==> src/rtl/flash_seq_pkg.sv <==
package flash_seq_pkg;

  typedef enum logic [3:0] {
    S_IDLE, S_CMD, S_PRE, S_LOAD, S_POST, S_PA, S_PB, S_RST, S_RPT
  } seq_state_t;

  typedef enum logic [2:0] {
    V_OK, V_FAIL, V_RECHK, V_AGAIN, V_TMO
  } verdict_t;

  localparam logic [1:0] RES_OK   = 2'd0;
  localparam logic [1:0] RES_FAIL = 2'd1;
  localparam logic [1:0] RES_TMO  = 2'd2;

  localparam logic [10:0] ADR_KEY1 = 11'h555;
  localparam logic [10:0] ADR_KEY2 = 11'h2AA;

  localparam logic [7:0] KEY_FIRST  = 8'hAA;
  localparam logic [7:0] KEY_SECOND = 8'h55;
  localparam logic [7:0] SET_PROG   = 8'hA0;
  localparam logic [7:0] SET_ERASE  = 8'h80;
  localparam logic [7:0] SECT_LOAD  = 8'h30;
  localparam logic [7:0] DEV_RESET  = 8'hF0;

  localparam int TGL_BIT = 6;
  localparam int LIM_BIT = 5;
  localparam int WIN_BIT = 3;

endpackage

==> src/rtl/flash_cmd_table.sv <==
module flash_cmd_table
  import flash_seq_pkg::*;
#(
  parameter int AW = 19,
  parameter int DW = 8
) (
  input  logic          erase,
  input  logic [2:0]    step,
  input  logic [AW-1:0] tgt_addr,
  input  logic [DW-1:0] tgt_data,
  input  logic [AW-1:0] sec0,
  output logic [AW-1:0] wr_addr,
  output logic [DW-1:0] wr_data,
  output logic          last
);
  localparam logic [AW-1:0] A_K1 = AW'(ADR_KEY1);
  localparam logic [AW-1:0] A_K2 = AW'(ADR_KEY2);

  always_comb begin
    case (step)
      3'd0: begin wr_addr = A_K1; wr_data = DW'(KEY_FIRST);  end
      3'd1: begin wr_addr = A_K2; wr_data = DW'(KEY_SECOND); end
      3'd2: begin
        wr_addr = A_K1;
        wr_data = erase ? DW'(SET_ERASE) : DW'(SET_PROG);
      end
      3'd3: begin
        wr_addr = erase ? A_K1 : tgt_addr;
        wr_data = erase ? DW'(KEY_FIRST) : tgt_data;
      end
      3'd4: begin wr_addr = A_K2; wr_data = DW'(KEY_SECOND); end
      default: begin wr_addr = sec0; wr_data = DW'(SECT_LOAD); end
    endcase
    last = erase ? (step == 3'd5) : (step == 3'd3);
  end

endmodule

==> src/rtl/flash_poll_judge.sv <==
module flash_poll_judge
  import flash_seq_pkg::*;
(
  input  logic     tgl_first,
  input  logic     tgl_second,
  input  logic     lim_second,
  input  logic     rechk,
  input  logic     exhaust,
  output verdict_t verdict
);
  logic stopped;

  always_comb begin
    stopped = (tgl_first == tgl_second);
    if (stopped)         verdict = V_OK;
    else if (rechk)      verdict = V_FAIL;
    else if (lim_second) verdict = V_RECHK;
    else if (exhaust)    verdict = V_TMO;
    else                 verdict = V_AGAIN;
  end

endmodule

==> src/rtl/flash_bus_port.sv <==
module flash_bus_port #(
  parameter int AW = 19,
  parameter int DW = 8
) (
  input  logic          clk,
  input  logic          rst_n,
  input  logic          go,
  input  logic          go_we,
  input  logic [AW-1:0] go_addr,
  input  logic [DW-1:0] go_wdata,
  output logic          fin,
  output logic [DW-1:0] rdata_q,
  output logic          bus_req,
  output logic          bus_we,
  output logic [AW-1:0] bus_addr,
  output logic [DW-1:0] bus_wdata,
  input  logic [DW-1:0] bus_rdata,
  input  logic          bus_ack
);
  logic active;

  always_ff @(posedge clk) begin
    if (!rst_n) begin
      active    <= 1'b0;
      fin       <= 1'b0;
      rdata_q   <= '0;
      bus_we    <= 1'b0;
      bus_addr  <= '0;
      bus_wdata <= '0;
    end else begin
      fin <= 1'b0;
      if (!active && go) begin
        active    <= 1'b1;
        bus_we    <= go_we;
        bus_addr  <= go_addr;
        bus_wdata <= go_wdata;
      end else if (active && bus_ack) begin
        active  <= 1'b0;
        fin     <= 1'b1;
        rdata_q <= bus_rdata;
      end
    end
  end

  assign bus_req = active;

  AST_REQ_HOLD: assert property (@(posedge clk) disable iff (!rst_n)
    bus_req && !bus_ack |=> bus_req && $stable(bus_we) && $stable(bus_addr) && $stable(bus_wdata));
  AST_GO_WHEN_IDLE: assert property (@(posedge clk) disable iff (!rst_n)
    go |-> !bus_req && !fin);

endmodule

==> src/rtl/flash_cmd_seq.sv <==
module flash_cmd_seq
  import flash_seq_pkg::*;
#(
  parameter int AW        = 19,
  parameter int DW        = 8,
  parameter int MAX_SECT  = 4,
  parameter int MAX_POLLS = 64,
  localparam int CW = $clog2(MAX_SECT + 1)
) (
  input  logic                   clk,
  input  logic                   rst_n,
  input  logic                   req_valid,
  output logic                   req_ready,
  input  logic                   req_erase,
  input  logic [AW-1:0]          req_addr,
  input  logic [DW-1:0]          req_data,
  input  logic [MAX_SECT*AW-1:0] req_sec_list,
  input  logic [CW-1:0]          req_sec_cnt,
  output logic                   res_valid,
  input  logic                   res_ready,
  output logic [1:0]             res_code,
  output logic                   res_load_miss,
  output logic                   busy,
  output logic                   bus_req,
  output logic                   bus_we,
  output logic [AW-1:0]          bus_addr,
  output logic [DW-1:0]          bus_wdata,
  input  logic [DW-1:0]          bus_rdata,
  input  logic                   bus_ack
);
  localparam int IW = $clog2(MAX_SECT);
  localparam int PW = $clog2(MAX_POLLS + 1);

  seq_state_t      state;
  logic            erase_q;
  logic [AW-1:0]   addr_q;
  logic [DW-1:0]   data_q;
  logic [AW-1:0]   sec_q [MAX_SECT];
  logic [AW-1:0]   sec_in [MAX_SECT];
  logic [CW-1:0]   sec_cnt_q;
  logic [CW-1:0]   sec_idx;
  logic [2:0]      step;
  logic            pend;
  logic            tgl_a;
  logic            rechk;
  logic [PW-1:0]   poll_cnt;
  logic [1:0]      code_q;
  logic            miss_q;
  logic            rst_sent;

  logic            acc_need, acc_we, go, fin;
  logic [AW-1:0]   acc_addr;
  logic [DW-1:0]   acc_wdata;
  logic [DW-1:0]   rd_q;
  logic [AW-1:0]   tbl_addr;
  logic [DW-1:0]   tbl_data;
  logic            tbl_last;
  logic [AW-1:0]   poll_addr;
  logic            more_sect;
  verdict_t        verdict;

  for (genvar g = 0; g < MAX_SECT; g++) begin : g_unpack
    assign sec_in[g] = req_sec_list[g*AW +: AW];
  end

  flash_cmd_table #(.AW(AW), .DW(DW)) u_table (
    .erase    (erase_q),
    .step     (step),
    .tgt_addr (addr_q),
    .tgt_data (data_q),
    .sec0     (sec_q[0]),
    .wr_addr  (tbl_addr),
    .wr_data  (tbl_data),
    .last     (tbl_last)
  );

  flash_poll_judge u_judge (
    .tgl_first  (tgl_a),
    .tgl_second (rd_q[TGL_BIT]),
    .lim_second (rd_q[LIM_BIT]),
    .rechk      (rechk),
    .exhaust    (poll_cnt == PW'(MAX_POLLS - 1)),
    .verdict    (verdict)
  );

  flash_bus_port #(.AW(AW), .DW(DW)) u_port (
    .clk       (clk),
    .rst_n     (rst_n),
    .go        (go),
    .go_we     (acc_we),
    .go_addr   (acc_addr),
    .go_wdata  (acc_wdata),
    .fin       (fin),
    .rdata_q   (rd_q),
    .bus_req   (bus_req),
    .bus_we    (bus_we),
    .bus_addr  (bus_addr),
    .bus_wdata (bus_wdata),
    .bus_rdata (bus_rdata),
    .bus_ack   (bus_ack)
  );

  assign poll_addr = erase_q ? sec_q[0] : addr_q;
  assign more_sect = (sec_idx + CW'(1)) < sec_cnt_q;

  always_comb begin
    acc_need  = 1'b1;
    acc_we    = 1'b0;
    acc_addr  = poll_addr;
    acc_wdata = '0;
    case (state)
      S_CMD: begin
        acc_we = 1'b1; acc_addr = tbl_addr; acc_wdata = tbl_data;
      end
      S_LOAD: begin
        acc_we = 1'b1; acc_addr = sec_q[sec_idx[IW-1:0]]; acc_wdata = DW'(SECT_LOAD);
      end
      S_RST: begin
        acc_we = 1'b1; acc_addr = '0; acc_wdata = DW'(DEV_RESET);
      end
      S_PRE, S_POST, S_PA, S_PB: acc_need = 1'b1;
      default: acc_need = 1'b0;
    endcase
  end

  assign go = acc_need && !pend;

  always_ff @(posedge clk) begin
    if (!rst_n) begin
      state     <= S_IDLE;
      erase_q   <= 1'b0;
      addr_q    <= '0;
      data_q    <= '0;
      sec_cnt_q <= '0;
      sec_idx   <= '0;
      step      <= '0;
      pend      <= 1'b0;
      tgl_a     <= 1'b0;
      rechk     <= 1'b0;
      poll_cnt  <= '0;
      code_q    <= RES_OK;
      miss_q    <= 1'b0;
      rst_sent  <= 1'b0;
      for (int i = 0; i < MAX_SECT; i++) sec_q[i] <= '0;
    end else begin
      if (go)       pend <= 1'b1;
      else if (fin) pend <= 1'b0;
      case (state)
        S_IDLE: if (req_valid) begin
          erase_q   <= req_erase;
          addr_q    <= req_addr;
          data_q    <= req_data;
          sec_cnt_q <= (req_sec_cnt > CW'(MAX_SECT)) ? CW'(MAX_SECT) : req_sec_cnt;
          for (int i = 0; i < MAX_SECT; i++) sec_q[i] <= sec_in[i];
          sec_idx   <= CW'(1);
          step      <= '0;
          rechk     <= 1'b0;
          poll_cnt  <= '0;
          miss_q    <= 1'b0;
          rst_sent  <= 1'b0;
          state     <= S_CMD;
        end
        S_CMD: if (fin) begin
          if (tbl_last)
            state <= (erase_q && (sec_idx < sec_cnt_q)) ? S_PRE : S_PA;
          else
            step <= step + 3'd1;
        end
        S_PRE: if (fin) begin
          if (rd_q[WIN_BIT]) begin
            miss_q <= 1'b1;
            state  <= S_PA;
          end else begin
            state  <= S_LOAD;
          end
        end
        S_LOAD: if (fin) state <= S_POST;
        S_POST: if (fin) begin
          if (rd_q[WIN_BIT]) miss_q <= 1'b1;
          sec_idx <= sec_idx + CW'(1);
          state   <= more_sect ? S_PRE : S_PA;
        end
        S_PA: if (fin) begin
          tgl_a <= rd_q[TGL_BIT];
          state <= S_PB;
        end
        S_PB: if (fin) begin
          case (verdict)
            V_OK:    begin code_q <= RES_OK;   state <= S_RPT; end
            V_FAIL:  begin code_q <= RES_FAIL; state <= S_RST; end
            V_TMO:   begin code_q <= RES_TMO;  state <= S_RST; end
            V_RECHK: begin rechk <= 1'b1;      state <= S_PA;  end
            default: begin poll_cnt <= poll_cnt + PW'(1); state <= S_PA; end
          endcase
        end
        S_RST: if (fin) begin
          rst_sent <= 1'b1;
          state    <= S_RPT;
        end
        S_RPT: if (res_ready) state <= S_IDLE;
        default: state <= S_IDLE;
      endcase
    end
  end

  assign req_ready     = (state == S_IDLE);
  assign busy          = (state != S_IDLE);
  assign res_valid     = (state == S_RPT);
  assign res_code      = code_q;
  assign res_load_miss = miss_q;

  AST_IDLE_QUIET: assert property (@(posedge clk) disable iff (!rst_n)
    req_ready |-> !bus_req);
  AST_POLL_READ_ONLY: assert property (@(posedge clk) disable iff (!rst_n)
    (state == S_PA || state == S_PB) && bus_req |-> !bus_we);
  AST_POLL_BOUND: assert property (@(posedge clk) disable iff (!rst_n)
    poll_cnt < PW'(MAX_POLLS));
  AST_RES_HOLD: assert property (@(posedge clk) disable iff (!rst_n)
    res_valid && !res_ready |=> res_valid && $stable(res_code) && $stable(res_load_miss));
  AST_RESET_BEFORE_FAIL: assert property (@(posedge clk) disable iff (!rst_n)
    res_valid && (res_code != RES_OK) |-> rst_sent);

endmodule

==> config.mk <==
export PLATFORM = sky130hd
export DESIGN_NAME = flash_cmd_seq
export DESIGN_NICKNAME = d
export VERILOG_FILES = /design/src/rtl/flash_seq_pkg.sv /design/src/rtl/flash_cmd_table.sv /design/src/rtl/flash_poll_judge.sv /design/src/rtl/flash_bus_port.sv /design/src/rtl/flash_cmd_seq.sv
export SDC_FILE = /design/constraint.sdc
export NUM_CORES = 1
export LEC_CHECK = 0
export ABC_AREA = 1
export BUFFER_PORTS_ARGS = -buffer_cell sky130_fd_sc_hd__buf_2
export CAP_MARGIN = 20
export CORE_ASPECT_RATIO = 1.4
export CORE_MARGIN = 1.5
export CORE_UTILIZATION = 56
export CTS_CLUSTER_DIAMETER = 50
export CTS_CLUSTER_SIZE = 40
export DETAILED_ROUTE_END_ITERATION = 12
export PLACE_DENSITY = 0.81
export SYNTH_ARGS = -nofsm -noshare
export SYNTH_HDL_FRONTEND = slang
export SYNTH_SLANG_ARGS = --single-unit
==> constraint.sdc <==
create_clock -name clk -period 2.6 [get_ports clk]
set_input_delay 0.26 -clock clk [delete_from_list [all_inputs] [get_ports clk]]
set_output_delay 0.26 -clock clk [all_outputs]
set_load 0.05 [all_outputs]
==> flow_summary.yaml, run 1 <==
worst_setup_path:
  crit_required_ns: 2.87
  startpoint: "state[3]"
  path_class: "reg -> reg"
  reg2reg_from: "state[3]"
  start_kind: "register"
  end_kind: "register"
  critPathArrivalTime_ns: 2.31
  path_max_fanout: 46
timing:
  fin_worst_skew_ns: 0.00792
  worstMarginPinSlew_ns: 0.710
  hold_viol_final: 0
  setup_viol: 0
  max_clock_freq_ghz: 0.490
  grt_setup_unrepaired: "false"
  tns_ns: 0
  max_slew_margin_pct: 52.6
  fin_ws_ns: 0.561
  drv_slew: 0
  period_share_pct: 78.4
  period_minus_slack_ns: 2.04
synth:
  synth_area_mm2: 0.00816
  syn_avg_cell_area_um2: 7.67
  postSynthCellCount: 1065
  synth.top_cells.by_area: "edfxtp_1, dfxtp_1, inv_1, nand2_1, nor2_1"
  ys_top_cells_by_count: "inv_1, nand2_1, nor2_1"
  yosys_register_bits: 165
  synth_warnings: 0
  synth_edf_count: 76
  synth.distinct_cells: 33
  syn_nets: 1196
  yosysMostFrequentCell: "inv_1"
  async_flop_share_pct: 0
  synth_top_cell_by_area: "edfxtp_1"
  synth.yosys.seq_area_share_pct: 49.8
  synth_flop_cell: "dfxtp_1"
  synth_top_area_share_pct: 28.0
floorplanning:
  fp.coreArea_mm2: 0.0144
  initial_core_util_pct: 56.8
  die_h_um: 146
  ios: 155
  die_w_um: 105
  dieArea_mm2: 0.0153
  rows: 52
clocking:
  cts_root_buffer: "clkbuf_16"
  cts_buffers: 17
  clkLatencyLatePin_ns: 0.43
  clock_path_buffers: 2
  cts_resized: 0
  cts_hold_buf: 0
  htree_levels: 4
  cts_setup_buffers: 0
  path_clk_slew_ns: 0.07
  cts.sinks: 165
  cts_tree: "yes"
routing:
  vias: 7507
  first_pass_iters: 7
  routed_wl_um: 20600
  drc_errors: 0
  vias_per_cell: 5.35
  initialDrtViolationCount: 709
  wl_per_cell_um: 14.7
  drtAntennaViolNets: 0
global_routing:
  antenna_found_initial: 0
  grt_max_degree: 50
  overflow: 0
  grt_pass1_wl_um: 33600
  grt_pass1_vias: 7028
  grt_use_total_pct: 27.7
placement:
  io_buffers: 149
  dp_slack_ns: 0.582
  place_congestion: 0.897
  hpwlAfterDp_um: 14200
power:
  p_comb_share_pct: 39.1
  pwr-share-seq_pct: 36.1
  p_leak_nw: 4.62
  clockPowerShare_pct: 24.8
  ir_worst_vdd_v: 0.000680
  power_density_mw_per_mm2: 1100
  p_int_mw: 6.17
  netSwitchingPower_mw: 4.51
  swShare_pct: 42.2
run_status:
  status: "finished clean"
final_layout:
  final_layout_size_suffix_gt1_share_pct: 19.0
  nets: 1332
  postLayoutCoreUtil_pct: 67.6
  diodes: 0
  n_fill_cell: 1223
  multi_input_area_mm2: 0.00320
  regArea_mm2: 0.00406
  area_growth_pct: 19.0
min_path:
  hp-start: "bus_rdata[5]"
  min_path_type: "in -> reg"
job:
  drv_cap: 0
layout by cell type, fill, tap and decap left out, types with 17 or more instances in the layout:
cell type and n:
a21oi_1 81, buf_2 149, clkbuf_16 17, dfxtp_1 89, edfxtp_1 76, inv_1 179
nand2_1 168, nand3_1 58, nor2_1 150, o21ai_0 110, o22ai_1 28
worst max-delay path, cell delays in order, from the launching register on:
cell     delay [ns]
dfxtp_1        0.38
inv_2          0.11
nand2_2        0.11
nor2_4         0.21
nand3_4        0.49
buf_12         0.38
nor2_1         0.17
worst paths after layout:
kind,to,slack [ns],cells past startpoint
max,sec_q[0][3],0.56,6
min,u_port.rdata_q[5],0.03,3
max reg2reg,sec_q[0][3],0.56,6
min reg2reg,res_code[1],0.46,2
kinds of logic after synthesis:
group	share of synthesized area, %
simple gates	20.7
compound gates	16.4
fa+ha+maj	1.69
xor+xnor	0.322
buf+inv	11.2
flops	49.8
routing by layer:
| layer | vias up | wire [um] | global-route usage [%] | part of all wire (%) |
|---|---|---|---|---|
| met5 | - | 0 | 0 | 0 |
| met1 | 3386 | 8160 | 33.1 | 40 |
| met2 | 351 | 10200 | 46.8 | 50 |
| met4 | 0 | 845 | 15.1 | 4.1 |
| met3 | 61 | 1390 | 5.19 | 6.8 |
| li1 | 3709 | - | - | - |
final cells by class:
type / count / share of cell area (%)
Sequential cell: 165 / 41.8
Timing Repair Buffer: 166 / 9.24
Multi-Input combinational cell: 664 / 32.9
Inverter: 187 / 7.22
Clock inverter: 15 / 1.98
Clock buffer: 17 / 4.38
Tap cell: 189 / 2.43
registers in the layout, summed over array words and instances (netlist names), named ones only:
name              count
sec_idx               3
state                 4
data_q                8
erase_q               1
u_port.bus_addr      19
tgl_a                 1
res_load_miss         1
res_code              2
sec_q                76
pend                  1
u_port.rdata_q        3
u_port.bus_req        1
u_port.bus_we         1
u_port.fin            1
sec_cnt_q             3
addr_q               19
poll_cnt              7
rechk                 1
u_port.bus_wdata      8
step                  3
metrics by stage:
stage / cells / cell area, um^2 / power, mW / hold WS, ns
6_report: 1403 / 9720 / 10.7 / 0.0289
3_5_place_dp: 1371 / 9100 / 8.00 / 0.454
2_1_floorplan: 1065 / 8170 / 6.92 / 0.373
3_3_place_gp: 1371 / 9100 / 7.90 / 0.433
5_1_grt: 1403 / 9720 / 11.3 / 0.0439
4_1_cts: 1403 / 9720 / 10.7 / 0.0180
power groups by stage:
stage | logic (mW) | clock network, mW | registers (mW)
final | 4.18 | 2.65 | 3.85
after global routing | 4.60 | 2.78 | 3.91
after CTS | 4.15 | 2.68 | 3.84
after detailed placement | 4.12 | 0 | 3.88
after global placement | 4.04 | 0 | 3.86
after floorplan | 2.52 | 0 | 4.40
No activity file was read; power rests on OpenSTA's default activity.
==> run 2, diff against run 1 <==
- CORE_UTILIZATION: 56 -> 50
- PLACE_DENSITY: 0.81 -> 0.76
- clock period: 2.6 -> 1.7 ns (I/O delays scaled with it)
==> run 2 against run 1 <==
  * Register-to-register slack lost 0.49 ns
  * Highest routed layer unchanged
  * Worst setup slack lost 0.49 ns
  * Clock power grew 51%
  * Core utilization shrank 3.5 points
  * First-iteration DRC count shrank 25%
  * Largest power group unchanged
  * Final area grew 6.3%
==> flow_summary.yaml, run 2 (synthesis results as in run 1) <==
power:
  p_leak_nw: 4.88
  clockPowerShare_pct: 23.4
  ir_worst_vdd_v: 0.00122
  pwr-share-seq_pct: 34.4
  p_int_mw: 9.91
  swShare_pct: 42.1
  p_comb_share_pct: 42.1
  power.total_mw: 17.1
  power_density_mw_per_mm2: 1660
  netSwitchingPower_mw: 7.20
routing:
  routed_wl_um: 21200
  drtAntennaViolNets: 0
  vias_per_cell: 5.22
  drc_errors: 0
  initialDrtViolationCount: 531
  vias: 7585
  first_pass_iters: 5
  wl_per_cell_um: 14.6
floorplanning:
  dieArea_mm2: 0.0171
  die_w_um: 111
  rows: 55
  initial_core_util_pct: 50.7
  ios: 155
  die_h_um: 154
  fp.coreArea_mm2: 0.0161
clocking:
  clkLatencyLatePin_ns: 0.43
  htree_levels: 4
  cts.sinks: 165
  cts_buffers: 17
  cts_tree: "yes"
  path_clk_slew_ns: 0.07
  cts_root_buffer: "clkbuf_16"
  clock_path_buffers: 2
final_layout:
  diodes: 0
  nets: 1373
  fin_cells: 1454
  final_common_cell: "inv_1"
  largest_register_ffs: 76
  area_growth_pct: 26.5
  final_layout_size_suffix_gt1_share_pct: 22.2
  regArea_mm2: 0.00408
  mostFrequentLayoutCells: "inv_1, nand2_1, nor2_1"
  postLayoutCoreUtil_pct: 64.1
  multi_input_area_mm2: 0.00331
  largestRegisters: "sec_q x76, addr_q x19, u_port.bus_addr x19"
  fin_area_mm2: 0.0103
  regMostFlops: "sec_q"
  n_fill_cell: 1414
worst_setup_path:
  path_class: "reg -> reg"
  cp_slowest_cell: "dfxtp_2"
  end_kind: "register"
  crit_required_ns: 1.84
  cp_top_family: "simple AND/OR/NAND/NOR gates"
  path_max_fanout: 21
  cp.buffers_inverters: 3
  cp_cell_sequence: "inv_2 > nand2_4 > nor2_4 > buf_12 > nand2_2 > nand2_4 > buf_12"
  start_kind: "register"
  critPathArrivalTime_ns: 1.77
  max_stage_delay_ns: 0.35
timing:
  period_share_pct: 95.5
  drv_slew: 0
  grt_setup_unrepaired: "true"
  max_clock_freq_ghz: 0.616
  worstMarginPinSlew_ns: 0.429
  setup_viol: 0
  hold_viol_final: 0
  period_minus_slack_ns: 1.62
  fin_worst_skew_ns: 0.0106
  tns_ns: 0
  fin_hold_ws_ns: 0.00182
  max_slew_margin_pct: 71.4
  fin_ws_ns: 0.0760
global_routing:
  grt_pass1_wl_um: 34200
  grt_max_degree: 50
  busiest_layer: "met2"
  grt_use_total_pct: 25.0
  grt_pass1_vias: 7269
  antenna_found_initial: 0
  use_met3_pct: 3.96
  overflow: 0
  met1_usage_pct: 29.6
  groute.layer.met2.usage_pct: 43.0
placement:
  place_congestion: 0.940
  dp_slack_ns: -0.0438
  hpwlAfterDp_um: 15100
  io_buffers: 149
  placed_cells: 1403
  placed_area_mm2: 0.00942
job:
  drv_cap: 0
run_status:
  status: "finished clean"
min_path:
  min_path_type: "in -> reg"
[run 2: cell count changes in the layout (fill, tap and decap cells not counted), sizes merged]
cell,previous run,this run
clkinvlp,2,1
clkinv,3,0
inv,194,199
bufinv,3,2
dlygate4sd3,0,14
buf,166,193
[run 2: worst min-delay path: cells and delay by family]
| kind | cells | cell delay [ns] |
|---|---|---|
| compound gates | 1 | 0.07 |
| buf+inv | 2 | 0.14 |
[run 2: final timing paths]
path / start / end / slack, ns / cells past startpoint
max reg2reg: state[3] / sec_q[3][16] / 0.08 / 7
max: state[3] / sec_q[3][16] / 0.08 / 7
min reg2reg: res_code[1] / res_code[1] / 0.45 / 2
min: req_addr[6] / addr_q[6] / 0.002 / 3
[run 2: area by class of cell]
type                       count  area share [%]
tap                          199            2.41
timing repair buffer         207            13.4
inverter                     187            6.82
clock buffer                  17            4.12
clock inverter                15            1.77
multi-input combinational    664            32.0
sequential                   165            39.5
[run 2: repair_timing]
action | 4_1_cts | 5_1_grt
setup endpoints to repair | 5 | 55
gates resized for setup | 5 | 21
pin swaps | 5 | 8
endpoints found under the hold margin | 14 | 0
hold buffers | 14 | 0
buffers inserted | 4 | 1
[run 2: layer usage]
metal  part of all wire [%]  wire length (um)
met1                     41              8740
met2                     49             10500
met3                    5.4              1140
met4                    4.1               869
met5                      0                 0
[run 2: power groups by stage]
stage / clock network (mW) / registers [mW] / logic, mW
final: 4.01 / 5.89 / 7.21
after global routing: 4.22 / 5.98 / 7.88
after CTS: 4.06 / 5.88 / 7.06
after detailed placement: 0 / 5.94 / 6.87
after global placement: 0 / 5.92 / 6.76
after floorplan: 0 / 6.74 / 3.90
==> run 3, diff against run 2 <==
- ABC_AREA: 1 -> not set
==> run 3 against run 2 <==
  * The run now ends with hold timing, setup timing left
  * Largest power group unchanged
  * Fmax fell by 19%
  * Core utilization rose by 13 points
  * Critical path depth fell by 2
==> flow_summary.yaml, run 3 <==
run_status:
  status: "complete, but fails checks"
  violations: "hold timing, setup timing"
floorplanning:
  rows: 54
  dieArea_mm2: 0.0168
  ios: 155
  die_h_um: 153
  die_w_um: 110
  fp.coreArea_mm2: 0.0157
  initial_core_util_pct: 51.2
clocking:
  cts_tree: "yes"
  clock_path_buffers: 2
  cts_buffers: 17
  htree_levels: 4
  path_clk_slew_ns: 0.07
  cts_root_buffer: "clkbuf_16"
  cts.sinks: 165
  clkLatencyLatePin_ns: 0.44
power:
  pwr-share-seq_pct: 28.9
  p_comb_share_pct: 51.7
  p_int_mw: 12.5
  p_leak_nw: 5.17
  ir_worst_vdd_v: 0.00137
  netSwitchingPower_mw: 7.49
  power.total_mw: 20.0
  swShare_pct: 37.4
  clockPowerShare_pct: 19.4
  power_density_mw_per_mm2: 1650
final_layout:
  diodes: 0
  final_common_cell: "buf_2"
  regArea_mm2: 0.00407
  multi_input_area_mm2: 0.00423
  n_fill_cell: 899
  area_growth_pct: 51.3
  largestRegisters: "sec_q x76, addr_q x19, u_port.bus_addr x19"
  mostFrequentLayoutCells: "buf_2, dfxtp_1, edfxtp_1"
  nets: 1182
  largest_register_ffs: 76
  regMostFlops: "sec_q"
  final_layout_size_suffix_gt1_share_pct: 45.2
placement:
  place_congestion: 0.886
  io_buffers: 149
  dp_slack_ns: -0.235
  hpwlAfterDp_um: 15000
synth:
  synth_top_area_share_pct: 28.4
  synth.yosys.seq_area_share_pct: 50.6
  ys_top_cells_by_count: "dfxtp_1, nand2_1, and3_1"
  syn_avg_cell_area_um2: 10.3
  syn_nets: 908
  synth.distinct_cells: 63
  synth_edf_count: 76
  yosysMostFrequentCell: "dfxtp_1"
  postSynthCellCount: 777
  synth_flop_cell: "dfxtp_1"
  yosys_register_bits: 165
  synth.top_cells.by_area: "edfxtp_1, dfxtp_1, and3_1, mux4_2, nand2_1"
  synth_top_cell_by_area: "edfxtp_1"
  synth_warnings: 0
  synth_area_mm2: 0.00803
  async_flop_share_pct: 0
global_routing:
  groute.layer.met2.usage_pct: 58.0
  busiest_layer: "met2"
  antenna_found_initial: 0
  met1_usage_pct: 38.2
  overflow: 0
  grt_pass1_vias: 8025
  grt_pass1_wl_um: 42800
  grt_use_total_pct: 34.2
  use_met3_pct: 6.52
  grt_max_degree: 69
timing:
  max_clock_freq_ghz: 0.498
  setup_viol: 235
  max_slew_margin_pct: 65.9
  fin_ws_ns: -0.307
  drv_slew: 0
  period_share_pct: 118
  grt_setup_unrepaired: "true"
  fin_hold_ws_ns: -0.000379
  hold_viol_final: 1
  period_minus_slack_ns: 2.01
  worstMarginPinSlew_ns: 0.511
  fin_worst_skew_ns: 0.00607
worst_setup_path:
  max_stage_delay_ns: 0.57
  path_class: "reg -> reg"
  r2r.worst_path.cells: 5
  cp_top_family: "simple AND/OR/NAND/NOR gates"
  r2r_setup_slack_ns: -0.31
  start_kind: "register"
  end_kind: "register"
  regToRegEndpoint: "step[0]"
  reg2reg_from: "state[1]"
  cp.buffers_inverters: 0
  crit_required_ns: 2.06
  cp_slowest_cell: "or4b_4"
  cp_cell_sequence: "or4b_4 > a311oi_4 > o21ai_2 > or3_1 > a21boi_1"
  critPathArrivalTime_ns: 2.37
  path_max_fanout: 4
routing:
  wl_per_cell_um: 23.9
  routed_wl_um: 30100
  drc_errors: 0
  initialDrtViolationCount: 787
  first_pass_iters: 5
  drtAntennaViolNets: 0
  vias_per_cell: 6.33
  vias: 7972
job:
  drv_cap: 0
min_path:
  holdPathEnd: "data_q[0]"
  worst_hold_path.num_cells: 3
  min_path_type: "in -> reg"
  hp-start: "req_data[0]"
-- run 3: power by group through the flow --
stage | Clock, mW | Combinational (mW) | Sequential [mW]
after floorplan | 0 | 3.28 | 6.11
after global placement | 0 | 5.48 | 5.68
after detailed placement | 0 | 5.59 | 5.74
after CTS | 3.86 | 9.57 | 5.70
after global routing | 4.05 | 10.7 | 5.84
final | 3.88 | 10.4 | 5.79
-- run 3: cell type report --
class	instances	share of cell area [%]
multi-input cells	541	34.8
flip-flops and latches	165	33.5
repair buffers	316	24.4
clock buffers	21	3.88
well taps	196	2.02
clock inverters	11	0.947
inverters	10	0.371
-- run 3: per-stage QoR --
| step | util (%) | std cells | setup TNS [ns] | cell area (um^2) | hold slack [ns] |
|---|---|---|---|---|---|
| final | 77.5 | 1260 | -46.77 | 12100 | -0.000379 |
| after global routing | 77.5 | 1260 | -53.11 | 12100 | -0.00776 |
| after CTS | 75.3 | 1253 | -37.21 | 11800 | 0.000295 |
| after detailed placement | 61.0 | 1137 | -16.67 | 9560 | 0.422 |
| after global placement | 61.0 | 1137 | -11.16 | 9560 | 0.414 |
| after floorplan | - | 777 | -55.33 | 8190 | 0.305 |
-- run 3: logic make-up after synthesis --
| group | synth area share, % |
|---|---|
| AOI/OAI and AO/OA | 17.5 |
| xor gates and xnor gates | 0.327 |
| adders and majority gates | 1.71 |
| buffers and inverters | 3.96 |
| DFF | 50.6 |
| muxes | 7.68 |
| and+or+nand+nor | 18.3 |
-- run 3: worst min-delay path, delay by kind of cell --
family	cells	cell delay, ns
simple gates	1	0.06
buf+inv	1	0.10
compound gates	1	0.05
-- run 3: worst max path at each step --
stage	start	end	slack [ns]	cells past startpoint
after CTS	state[1]	req_ready	-0.23	5
after global placement	state[2]	step[2]	-0.15	5
after detailed placement	state[2]	state[2]	-0.24	5
after floorplan	state[1]	sec_q[0][0]	-0.33	5
after global routing	state[1]	u_port.bus_wdata[2]	-0.37	10
final	state[1]	step[0]	-0.31	5
-- run 3: repair_timing --
item                                   4_1_cts  5_1_grt
setup endpoints to repair                  229      235
setup buffers                               33       14
pin swaps                                   25       39
gates resized for setup                    136       89
hold buffers                                24        0
endpoints found under the hold margin       24        0
gates cloned                                27        9
-- run 3: layer usage --
layer	vias to the layer above	share of wire [%]
met1	3809	35
li1	3467	-
met3	161	7.8
met5	-	0
met4	0	7.6
met2	535	50
